### config.mk
export PLATFORM = sky130hd
export DESIGN_NAME = ext_irq_ctrl
export DESIGN_NICKNAME = d
export VERILOG_FILES = /design/src/rtl/eirq_pkg.sv /design/src/rtl/eirq_post_decode.sv /design/src/rtl/eirq_pending_reg.sv /design/src/rtl/eirq_mask_reg.sv /design/src/rtl/eirq_bus_resp.sv /design/src/rtl/ext_irq_ctrl.sv
export SDC_FILE = /design/constraint.sdc
export NUM_CORES = 1
export LEC_CHECK = 0
export CAP_MARGIN = 20
export CORE_UTILIZATION = 26
export DETAILED_ROUTE_END_ITERATION = 6
export DONT_BUFFER_PORTS = 1
export GPL_TIMING_DRIVEN = 0
export MAX_ROUTING_LAYER = met4
export PLACE_DENSITY = 0.4
export SYNTH_ARGS = -nofsm -noshare
export SYNTH_HDL_FRONTEND = slang
export SYNTH_SLANG_ARGS = --single-unit
### constraint.sdc
create_clock -name clk -period 4.9 [get_ports clk]
set_clock_uncertainty 0.2 [all_clocks]
set_input_delay 0.245 -clock clk [delete_from_list [all_inputs] [get_ports clk]]
set_output_delay 0.245 -clock clk [all_outputs]
set_load 0.01 [all_outputs]
### src/rtl/eirq_pkg.sv
package eirq_pkg;
  localparam int unsigned EIRQ_W    = 32;
  localparam int unsigned EIRQ_BE_W = EIRQ_W / 8;
  localparam int unsigned EIRQ_IDX_W = $clog2(EIRQ_W);

  typedef struct packed {
    logic ack;
    logic err;
  } eirq_rsp_t;
endpackage

### src/rtl/eirq_post_decode.sv
module eirq_post_decode #(
  parameter int unsigned W    = 32,
  parameter int unsigned BE_W = W / 8
) (
  input  logic            bus_valid,
  input  logic            bus_write,
  input  logic [BE_W-1:0] bus_be,
  input  logic [W-1:0]    bus_wdata,
  input  logic            alarm,
  output logic            access_ok,
  output logic [W-1:0]    set_vec
);
  localparam int unsigned IDX_W = $clog2(W);

  logic             post_hit;
  logic [IDX_W-1:0] req_num;

  always_comb begin
    access_ok = &bus_be;
    post_hit  = bus_valid && bus_write && access_ok;
    req_num   = bus_wdata[IDX_W-1:0];
  end

  // Big-endian numbering: request n lands on bit W-1-n; alarm is request 0.
  for (genvar gi = 0; gi < W; gi++) begin : g_set
    localparam logic [IDX_W-1:0] MY_NUM = IDX_W'(W - 1 - gi);
    if (gi == W - 1) begin : g_top
      assign set_vec[gi] = (post_hit && (req_num == MY_NUM)) || alarm;
    end else begin : g_rest
      assign set_vec[gi] = post_hit && (req_num == MY_NUM);
    end
  end
endmodule

### src/rtl/eirq_pending_reg.sv
module eirq_pending_reg #(
  parameter int unsigned W = 32
) (
  input  logic         clk,
  input  logic         rst_n,
  input  logic [W-1:0] set_vec,
  input  logic         clr_en,
  input  logic [W-1:0] clr_vec,
  output logic [W-1:0] pend_q
);
  logic [W-1:0] clr_eff;
  logic [W-1:0] pend_d;
  logic         pend_ce;

  always_comb begin
    clr_eff = clr_en ? clr_vec : '0;
    pend_ce = clr_en || (|set_vec);
    // set is applied after clear so a colliding set wins
    pend_d  = (pend_q & ~clr_eff) | set_vec;
  end

  always_ff @(posedge clk or negedge rst_n) begin
    if (!rst_n) begin
      pend_q <= '0;
    end else if (pend_ce) begin
      pend_q <= pend_d;
    end
  end

  assert_w1c_R2: assert property (@(posedge clk) disable iff (!rst_n)
    clr_en |=> ((pend_q & $past(clr_vec & ~set_vec)) == '0));

  assert_set_sticks_R9: assert property (@(posedge clk) disable iff (!rst_n)
    (|set_vec) |=> ((pend_q & $past(set_vec)) == $past(set_vec)));

  assert_untouched_R1: assert property (@(posedge clk) disable iff (!rst_n)
    !clr_en |=> ((pend_q & ~$past(set_vec)) == ($past(pend_q) & ~$past(set_vec))));
endmodule

### src/rtl/eirq_mask_reg.sv
module eirq_mask_reg #(
  parameter int unsigned W = 32
) (
  input  logic         clk,
  input  logic         rst_n,
  input  logic         wr_en,
  input  logic [W-1:0] wdata,
  output logic [W-1:0] mask_q
);
  logic [W-1:0] mask_d;

  always_comb begin
    mask_d = wdata;
  end

  always_ff @(posedge clk or negedge rst_n) begin
    if (!rst_n) begin
      mask_q <= '0;
    end else if (wr_en) begin
      mask_q <= mask_d;
    end
  end

  assert_mask_load_R5: assert property (@(posedge clk) disable iff (!rst_n)
    wr_en |=> (mask_q == $past(wdata)));

  assert_mask_hold_R5: assert property (@(posedge clk) disable iff (!rst_n)
    !wr_en |=> $stable(mask_q));
endmodule

### src/rtl/eirq_bus_resp.sv
module eirq_bus_resp
  import eirq_pkg::*;
#(
  parameter int unsigned W = 32
) (
  input  logic         clk,
  input  logic         rst_n,
  input  logic         bus_valid,
  input  logic         bus_write,
  input  logic         access_ok,
  input  logic [W-1:0] pend_q,
  output eirq_rsp_t    rsp_q,
  output logic [W-1:0] rdata_q
);
  eirq_rsp_t    rsp_d;
  logic [W-1:0] rdata_d;

  always_comb begin
    rsp_d.ack = bus_valid;
    rsp_d.err = bus_valid && !access_ok;
    rdata_d   = (bus_valid && !bus_write && access_ok) ? pend_q : '0;
  end

  always_ff @(posedge clk or negedge rst_n) begin
    if (!rst_n) begin
      rsp_q   <= '0;
      rdata_q <= '0;
    end else begin
      rsp_q   <= rsp_d;
      rdata_q <= rdata_d;
    end
  end

  assert_bad_size_R4: assert property (@(posedge clk) disable iff (!rst_n)
    (bus_valid && !access_ok) |=> (rsp_q.ack && rsp_q.err && (rdata_q == '0)));

  assert_read_value_R3: assert property (@(posedge clk) disable iff (!rst_n)
    (bus_valid && !bus_write && access_ok) |=> (rsp_q.ack && !rsp_q.err && (rdata_q == $past(pend_q))));
endmodule

### src/rtl/ext_irq_ctrl.sv
module ext_irq_ctrl
  import eirq_pkg::*;
(
  input  logic                 clk,
  input  logic                 rst_n,
  input  logic                 bus_valid,
  input  logic                 bus_write,
  input  logic [EIRQ_BE_W-1:0] bus_be,
  input  logic [EIRQ_W-1:0]    bus_wdata,
  output logic                 bus_ack,
  output logic                 bus_err,
  output logic [EIRQ_W-1:0]    bus_rdata,
  input  logic                 cpu_pend_clr,
  input  logic                 cpu_mask_wr,
  input  logic [EIRQ_W-1:0]    cpu_wdata,
  input  logic                 alarm,
  input  logic                 core_ie,
  output logic [EIRQ_W-1:0]    pending,
  output logic [EIRQ_W-1:0]    mask,
  output logic                 irq_req,
  output logic                 irq_take
);
  localparam int unsigned W = EIRQ_W;

  logic         rst_meta_q;
  logic         rst_sync_n;
  logic         access_ok;
  logic [W-1:0] set_vec;
  logic [W-1:0] pend_q;
  logic [W-1:0] mask_q;
  eirq_rsp_t    rsp_q;

  // asynchronous assert, synchronous release
  always_ff @(posedge clk or negedge rst_n) begin
    if (!rst_n) begin
      rst_meta_q <= 1'b0;
      rst_sync_n <= 1'b0;
    end else begin
      rst_meta_q <= 1'b1;
      rst_sync_n <= rst_meta_q;
    end
  end

  eirq_post_decode #(.W(W), .BE_W(EIRQ_BE_W)) u_decode (
    .bus_valid (bus_valid),
    .bus_write (bus_write),
    .bus_be    (bus_be),
    .bus_wdata (bus_wdata),
    .alarm     (alarm),
    .access_ok (access_ok),
    .set_vec   (set_vec)
  );

  eirq_pending_reg #(.W(W)) u_pend (
    .clk     (clk),
    .rst_n   (rst_sync_n),
    .set_vec (set_vec),
    .clr_en  (cpu_pend_clr),
    .clr_vec (cpu_wdata),
    .pend_q  (pend_q)
  );

  eirq_mask_reg #(.W(W)) u_mask (
    .clk    (clk),
    .rst_n  (rst_sync_n),
    .wr_en  (cpu_mask_wr),
    .wdata  (cpu_wdata),
    .mask_q (mask_q)
  );

  eirq_bus_resp #(.W(W)) u_resp (
    .clk       (clk),
    .rst_n     (rst_sync_n),
    .bus_valid (bus_valid),
    .bus_write (bus_write),
    .access_ok (access_ok),
    .pend_q    (pend_q),
    .rsp_q     (rsp_q),
    .rdata_q   (bus_rdata)
  );

  always_comb begin
    pending  = pend_q;
    mask     = mask_q;
    bus_ack  = rsp_q.ack;
    bus_err  = rsp_q.err;
    irq_req  = |(pend_q & mask_q);
    irq_take = irq_req && core_ie;
  end

  assert_alarm_post_R8: assert property (@(posedge clk) disable iff (!rst_sync_n)
    alarm |=> pending[W-1]);

  assert_take_gated_R7: assert property (@(posedge clk) disable iff (!rst_sync_n)
    !core_ie |-> !irq_take);

  assert_reset_quiet_R10: assert property (@(posedge clk)
    !rst_sync_n |-> ((pending == '0) && (mask == '0) && !bus_ack && !irq_req));
endmodule

==> results_dict.tcl, run 1 <==
set metrics [dict create \
    cts_sinks 100 \
    ys_async_sr_fraction_pct 100 \
    routabilityCongestion 0.713 \
    coreArea_sq_um 14100 \
    seq_area_sq_um 2510 \
    finalSetupTns_ns 0 \
    diodes 0 \
    chipHeight_um 123 \
    peakVddDrop_mv 0.148 \
    synth_ff_type "dfrtp_1" \
    synth.net_count 393 \
    cts-root-buf "clkbuf_16" \
    min_path_type "in2reg" \
    critPathRequiredTime_ns 4.45 \
    avgSynthCellArea_sq_um 12.1 \
    std_cell_rows 43 \
    yosysWarnings 0 \
    grt_pass1_wl_um 17900 \
    cap_violations 0 \
    holdPathStages 2 \
    vias 2653 \
    syn_to_final_growth_pct 26.3 \
    p_leak_nw 2.12 \
    holdWs_ns 0.0237 \
    ctsHtreeMaxLevel 3 \
    cp-start-kind "register" \
    worst_hold_path.endpoint "u_pend.pend_q[17]" \
    wl_um 12300 \
    cts_tree "yes" \
    die_x_um 123 \
    netlist_instances 317 \
    clk_path_buf_depth 2 \
    hp-start "bus_wdata[1]" \
    path_clk_slew_ns 0.06 \
    grt_max_degree 68 \
    wl_per_cell_um 21.9 \
    finalSetupViolations 0 \
    max_freq_mhz 427 \
    hold_violations 0 \
    route.detailed.drc 0 \
    post_cts_resized 0 \
    first_pass_iters 4 \
    grt_pass1_vias 2762 \
    gr-total-overflow 0 \
    fin_util_pct 34.2 \
    dpl.hpwl_um 8850 \
    grt.total_usage_pct 17.4 \
    die_area_sq_um 15200 \
    synth_edf_count 0 \
    ys_ff_latch 100 \
    drt_iter0_markers 81 \
    relSlewSlack_pct 56.1 \
    worst-path-max-fanout 4 \
    fillers 1452 \
    worst_setup_path_end_kind "primary output" \
    ys_seq_area_share_pct 65.3 \
    regToRegStartpoint "u_pend.pend_q[31]" \
    outcome "completed" \
    ios 176 \
    netlist_area_sq_um 3830 \
    port_buffers 0 \
    viasPerCell 4.74 \
    cts_hold_buf 46 \
    timing.rr.end "u_pend.pend_q[31]" \
    nets 451 \
    clkLatencyLatePin_ns 0.35 \
    initial_utilization_pct 27.1 \
    post_cts_buffers 0 \
    drive_above_1_share_pct 15.5 \
    antenna_found_initial 0 \
    worstMarginPinSlew_ns 0.659 \
    crit_type "reg2out" \
    rrSetupSlack_ns 3.25 \
    rr_worst_depth 3 \
    maxSlewViolCount 0 \
    cts_made_buffers 9 \
    post-route-period-util_pct 47.8 \
    synthDistinctLibCells 28 \
    powerDensity_nw_per_um2 354 \
    multi_input_area_sq_um 1280 \
    rsz0062_at_grt "no" \
    worstPathArrival_ns 1.90 \
    fin_crit_ns 2.34 \
    drt.antenna.violating_nets 0 \
]
logic make-up after synthesis:
family,count (synthesis),share of synthesized area (%)
mux,32,9.41
simple gates,124,16.1
other cells,1,0.0979
flops,100,65.3
compound gates,50,7.90
buf+inv,10,1.18
critical path, stage by stage, from the launching register on:
cell and delay [ns]:
dfrtp_1 0.46, a22o_1 0.23, a221oi_1 0.31, and4_1 0.35
a21boi_0 0.20
cells in the mapped netlist, types with 3 or more instances:
library cell / instances / share of area, %
dfrtp_1: 100 / 65
o21ai_0: 20 / 2.6
mux2_2: 30 / 8.8
nand2b_1: 6 / 0.98
clkbuf_2: 3 / 0.39
a22oi_1: 8 / 1.6
o21ai_1: 12 / 1.6
buf_2: 3 / 0.39
clkbuf_1: 4 / 0.39
a22o_1: 4 / 0.91
nor2_1: 3 / 0.29
and2_1: 32 / 5.2
a221oi_1: 4 / 0.91
nand2_1: 69 / 6.8
metal layers:
layer / GRT usage (%) / wire length (um) / vias up
met1: 21.3 / 5310 / 1341
met4: 6.10 / 177 / 0
met3: 4.80 / 833 / 13
met5: - / 0 / -
met2: 27.4 / 5950 / 103
li1: - / - / 1196
registers in the layout, summed over array words and instances (netlist names):
signal and flops:
u_mask.mask_q 32, u_resp.rsp_q 2, rst_meta_q 1, u_pend.pend_q 32
rst_sync_n 1, u_resp.rdata_q 32
worst max path at each step:
stage	from	end	cells past startpoint
3_3_place_gp	rst_sync_n	u_resp.rdata_q[24]	0
3_5_place_dp	u_pend.pend_q[29]	irq_take	4
6_report	u_pend.pend_q[29]	irq_take	4
5_1_grt	u_mask.mask_q[4]	irq_take	4
2_1_floorplan	rst_sync_n	u_mask.mask_q[0]	0
4_1_cts	u_pend.pend_q[29]	irq_take	4
per-stage QoR:
stage          cell area [sq um]  worst slack [ns]  power (W)  std cells
2_1_floorplan               3830              1.71   0.000966        317
3_3_place_gp                4060             0.379    0.00100        497
3_5_place_dp                4090              2.86    0.00101        498
4_1_cts                     4840              2.48    0.00175        560
5_1_grt                     4840              2.42    0.00179        560
6_report                    4840              2.56    0.00171        560
final cells by class:
class                   count  share of cell area [%]
multi-input cells         207                    26.5
well taps                 180                    4.65
clock inverters             3                   0.414
plain buffers              10                   0.931
repair buffers             47                    10.1
clock buffers              13                    5.59
flip-flops and latches    100                    51.8
power breakdown:
part | total, W | switching, W | internal (W)
combinational | 0.000115 | 0.0000563 | 0.0000589
sequential | 0.000904 | 0.0000492 | 0.000855
clock | 0.000694 | 0.000308 | 0.000386
placed cells by master, fill, tap and decap left out:
cell type,n
and4_4,2
clkinvlp_4,2
dfrtp_1,99
a21oi_1,1
nand4_1,2
clkinv_2,1
mux2_1,2
buf_2,3
mux2_2,30
buf_16,1
and2_1,32
nor2b_1,1
clkbuf_16,9
nand2_1,69
nand3b_1,2
dfrtp_4,1
conb_1,1
a22oi_1,8
nand3_2,1
and4_1,1
a221oi_1,4
clkbuf_2,3
and4b_1,1
nand3_1,1
nand2b_1,6
or2_2,2
dlygate4sd3_1,46
o21ai_1,12
clkbuf_8,3
a22o_1,4
a21boi_0,1
nor2_1,3
o21ai_0,20
nor2_2,1
clkbuf_1,5
No activity file was read; power rests on OpenSTA's default activity.
==> run 2: changes to the inputs <==
--- a/config.mk
+++ b/config.mk
@@ -11,7 +11,7 @@
 export DONT_BUFFER_PORTS = 1
 export GPL_TIMING_DRIVEN = 0
 export MAX_ROUTING_LAYER = met4
-export PLACE_DENSITY = 0.4
+export PLACE_DENSITY = 0.42
 export SYNTH_ARGS = -nofsm -noshare
 export SYNTH_HDL_FRONTEND = slang
 export SYNTH_SLANG_ARGS = --single-unit
==> constraint.sdc (replaced) <==
create_clock -name clk -period 2.04 [get_ports clk]
set_clock_uncertainty 0.2 [all_clocks]
set_input_delay 0.102 -clock clk [delete_from_list [all_inputs] [get_ports clk]]
set_output_delay 0.102 -clock clk [all_outputs]
set_load 0.01 [all_outputs]
==> results_dict.tcl, run 2 (synthesis results as in run 1) <==
set metrics [dict create \
    outcome "complete, but fails checks" \
    violations "hold timing" \
    grt_pass1_vias 2768 \
    fin_crit_ns 1.96 \
    grt_pass1_wl_um 18100 \
    powerDensity_nw_per_um2 849 \
    peakVddDrop_mv 0.327 \
    ctsHtreeMaxLevel 3 \
    finalPower_w 0.00419 \
    critical_path.cell_chain "a22o_4, a221oi_4, and4_4, a21boi_1" \
    layout_commonest_cell "dfrtp_1" \
    final_cell_area_sq_um 4930 \
    worstMarginPinSlew_ns 0.658 \
    clkLatencyLatePin_ns 0.35 \
    drive_above_1_share_pct 17.8 \
    die_area_sq_um 15200 \
    critical_path.top_delay_family "compound AO/OA/AOI/OAI gates" \
    crit_buf_inv 0 \
    first_pass_iters 4 \
    dpl.hpwl_um 8840 \
    cp-start-kind "register" \
    initial_utilization_pct 27.1 \
    worst-path-max-fanout 4 \
    place_area_sq_um 4090 \
    finalSetupTns_ns 0 \
    gr-usage-met3_pct 5.44 \
    port_buffers 0 \
    min_path_type "in2reg" \
    max_freq_mhz 509 \
    drt_iter0_markers 130 \
    drt.antenna.violating_nets 0 \
    std_cell_rows 43 \
    layout_common_cells "dfrtp_1 (96), nand2_1 (69), dlygate4sd3_1 (49)" \
    die_x_um 123 \
    coreArea_sq_um 14100 \
    cts_made_buffers 9 \
    chipHeight_um 123 \
    critPathRequiredTime_ns 1.74 \
    grt.total_usage_pct 17.7 \
    grt_util_met2_pct 28.0 \
    slowest_delay_ns 0.45 \
    syn_to_final_growth_pct 28.8 \
    relSlewSlack_pct 56.1 \
    cap_violations 0 \
    cts_sinks 100 \
    holdWs_ns -0.00304 \
    grt_max_degree 58 \
    met1_usage_pct 21.7 \
    cts-root-buf "clkbuf_16" \
    p_leak_nw 2.16 \
    crit_type "reg2out" \
    ios 176 \
    path_clk_slew_ns 0.06 \
    gr-total-overflow 0 \
    routabilityCongestion 0.701 \
    diodes 0 \
    crit_path_top_delay_cell "dfrtp_2" \
    antenna_found_initial 0 \
    nets 454 \
    largestRegisters "u_mask.mask_q (32), u_pend.pend_q (32), u_resp.rdata_q (32)" \
    wl_per_cell_um 21.9 \
    hold_violations 1 \
    worst_setup_path_end_kind "primary output" \
    route.detailed.drc 0 \
    gr-max-usage-layer "met2" \
    post-route-period-util_pct 96.3 \
    viasPerCell 4.73 \
    clk_path_buf_depth 2 \
    cts_tree "yes" \
    vias 2664 \
    worstPathArrival_ns 1.66 \
    rsz0062_at_grt "yes" \
    maxSlewViolCount 0 \
    wl_um 12300 \
    finalSetupViolations 0 \
]
## run 2: cell types whose count changed in the layout (fill, tap and decap cells not counted), sizes merged
cell and change:
bufinv +1, clkbuf +1, clkinvlp -2, dlygate4sd3 +3
## run 2: path summary, 6_finish.rpt
| check | cells after the start | from | end | slack [ns] |
|---|---|---|---|---|
| max | 4 | u_pend.pend_q[0] | irq_take | 0.08 |
| min | 2 | bus_wdata[0] | u_pend.pend_q[9] | -0.003 |
| max reg2reg | 3 | u_pend.pend_q[31] | u_pend.pend_q[31] | 0.41 |
| min reg2reg | 0 | rst_sync_n | u_mask.mask_q[19] | 0.15 |
| max in group asynchronous | 1 | rst_sync_n | u_pend.pend_q[27] | 0.78 |
| min in group asynchronous | 0 | rst_sync_n | u_mask.mask_q[19] | 0.15 |
## run 2: timing repair
action	in CTS	in global routing
hold buffers	49	0
pin swaps	2	2
hold endpoints to repair	70	0
setup buffers	0	0
cloned	0	0
endpoints found under the setup margin	2	3
resized for setup	11	5
## run 2: final cells by class
cell class | instances | area (sq um)
multi-input cells | 207 | 1350
well taps | 180 | 225
plain buffers | 10 | 45.0
fillers | 1437 | 9220
clock buffers | 14 | 254
repair buffers | 50 | 518
clock inverters | 2 | 35.0
flip-flops and latches | 100 | 2510
## run 2: metal layers
layer  up-vias  part of all wire, %  routed length, um
met5         -                    0                  0
met4         0                  1.3                162
met3        20                  7.1                876
met2        98                   49               6040
met1      1342                   43               5270
li1       1204                    -                  -
## run 2: where the power goes
group          switching [W]  leakage [nW]  internal [W]
combinational       0.000138         0.712      0.000153
clock               0.000729         0.141      0.000985
sequential          0.000127          1.31       0.00205
## run 2: worst reg2reg max path, stage by stage, from the launching register on
cell,delay (ns)
dfrtp_1,0.47
a21oi_1,0.19
dlygate4sd3_1,0.58
o21ai_0,0.07
## run 2: through the flow
step	hold WS, ns	utilization [%]	setup slack (ns)	std cells
6_report	-0.00304	34.9	0.0750	563
5_1_grt	0.00619	34.9	-0.0236	563
4_1_cts	0.00370	34.7	-0.00173	563
3_5_place_dp	-0.394	28.9	0.144	498
3_3_place_gp	-0.394	28.7	-0.551	497
2_1_floorplan	-0.394	-	0.161	317
==> run 3: changes to the inputs <==
--- a/config.mk
+++ b/config.mk
@@ -5,13 +5,13 @@
 export SDC_FILE = /design/constraint.sdc
 export NUM_CORES = 1
 export LEC_CHECK = 0
+export BUFFER_PORTS_ARGS = -buffer_cell sky130_fd_sc_hd__buf_2
 export CAP_MARGIN = 20
 export CORE_UTILIZATION = 26
 export DETAILED_ROUTE_END_ITERATION = 6
-export DONT_BUFFER_PORTS = 1
 export GPL_TIMING_DRIVEN = 0
 export MAX_ROUTING_LAYER = met4
-export PLACE_DENSITY = 0.42
+export PLACE_DENSITY = 0.52
 export SYNTH_ARGS = -nofsm -noshare
 export SYNTH_HDL_FRONTEND = slang
 export SYNTH_SLANG_ARGS = --single-unit
==> results_dict.tcl, run 3 (synthesis results as in run 1) <==
set metrics [dict create \
    outcome "completed" \
    grt_pass1_vias 3237 \
    cap_violations 0 \
    finalSetupViolations 0 \
    maxSlewViolCount 0 \
    coreArea_sq_um 14100 \
    worst_setup_path_end_kind "primary output" \
    dp_worst_setup_slack_ns 0.150 \
    clkLatencyLatePin_ns 0.35 \
    fin_util_pct 39.6 \
    worstPathArrival_ns 1.73 \
    hold_violations 0 \
    cts-root-buf "clkbuf_16" \
    min_path_type "in2reg" \
    cts_made_buffers 9 \
    ctsHtreeMaxLevel 3 \
    setup_ws_ns 0.00616 \
    std_cell_rows 43 \
    grt_max_degree 52 \
    layout_commonest_cell "buf_2" \
    clk_path_buf_depth 2 \
    antenna_found_initial 0 \
    cts_sinks 100 \
    ios 176 \
    grt_pass1_wl_um 18600 \
    die_x_um 123 \
    route.detailed.drc 0 \
    gr-total-overflow 0 \
    layout_common_cells "buf_2 (149), dfrtp_1 (99), nand2_1 (68)" \
    drt_iter0_markers 132 \
    wl_per_cell_um 17.7 \
    relSlewSlack_pct 55.5 \
    cts_tree "yes" \
    place_area_sq_um 4820 \
    syn_to_final_growth_pct 46.4 \
    dpl.hpwl_um 9090 \
    port_buffers 147 \
    routabilityCongestion 0.704 \
    fin_crit_ns 2.03 \
    finalSetupTns_ns 0 \
    viasPerCell 4.52 \
    drt.antenna.violating_nets 0 \
    nets 602 \
    first_pass_iters 4 \
    grt.total_usage_pct 17.8 \
    cp-start-kind "register" \
    initial_utilization_pct 27.1 \
    path_clk_slew_ns 0.06 \
    vias 3217 \
    crit_type "reg2out" \
    chipHeight_um 123 \
    dp_cells 645 \
    p_leak_nw 2.83 \
    wl_um 12600 \
    largestRegisters "u_mask.mask_q (32), u_pend.pend_q (32), u_resp.rdata_q (32)" \
    final_cell_area_sq_um 5610 \
    critPathRequiredTime_ns 1.74 \
    peakVddDrop_mv 0.313 \
    drive_above_1_share_pct 40.5 \
    max_freq_mhz 492 \
    fin_cells 711 \
    diodes 0 \
    rsz0062_at_grt "yes" \
    post-route-period-util_pct 99.7 \
    die_area_sq_um 15200 \
    powerDensity_nw_per_um2 734 \
    worst-path-max-fanout 3 \
    worstMarginPinSlew_ns 0.667 \
]
==> run 3: cell types whose count changed in the layout (fill, tap and decap cells not counted), sizes merged <==
cell,previous run,this run
clkinvlp,0,1
buf,4,156
dlygate4sd3,49,45
bufinv,1,0
==> run 3: worst paths after layout <==
path                              startpoint                 to  slack (ns)  cells after the start
hold reg to reg                   rst_meta_q         rst_sync_n        0.15                      0
hold / removal                  bus_wdata[0]  u_pend.pend_q[27]        0.02                      3
setup reg to reg           u_pend.pend_q[31]  u_pend.pend_q[31]        0.43                      3
setup / recovery            u_mask.mask_q[7]           irq_take       0.006                      5
min in group asynchronous         rst_sync_n  u_pend.pend_q[17]        0.17                      0
max in group asynchronous         rst_sync_n   u_mask.mask_q[6]        0.79                      1
==> run 3: final cells by class <==
cell class | instances | area, sq um
Fill cell | 1393 | 8540
Sequential cell | 100 | 2510
Multi-Input combinational cell | 207 | 1320
Timing Repair Buffer | 198 | 1260
Clock buffer | 14 | 244
Tap cell | 180 | 225
Buffer | 10 | 45.0
Clock inverter | 2 | 12.5
==> run 3: metrics by stage <==
step                      hold WS [ns]  power, W
final                           0.0228   0.00412
after floorplan                 -0.394   0.00232
after global placement          -0.312   0.00252
after detailed placement        -0.312   0.00254
after CTS                       0.0249   0.00418
after global routing            0.0518   0.00430
==> run 3: what timing repair did <==
item | 4_1_cts | 5_1_grt
endpoints found under the setup margin | 2 | 2
hold buffers | 45 | 0
pin swaps | 3 | 3
buffers inserted | 5 | 0
endpoints found under the hold margin | 70 | 0
resized for setup | 7 | 4
==> run 3: worst max-delay path: stages (launching register included) <==
cell and delay (ns):
dfrtp_1 0.39, a22o_1 0.26, a221oi_2 0.23, and4_4 0.32
a21boi_2 0.06, buf_2 0.14
==> run 3: routing by layer <==
| layer | share of wire, % | vias to the layer above | global-route usage, % |
|---|---|---|---|
| li1 | - | 1498 | - |
| met1 | 45 | 1602 | 22.0 |
| met2 | 49 | 105 | 29.4 |
| met3 | 5.3 | 12 | 3.00 |
| met4 | 1.3 | 0 | 6.10 |
| met5 | 0 | - | - |
==> run 3: report_power, final <==
part / switching, W / internal [W]
clock: 0.000709 / 0.000828
sequential: 0.0000747 / 0.00205
combinational: 0.000216 / 0.000233
total: 0.00100 / 0.00312
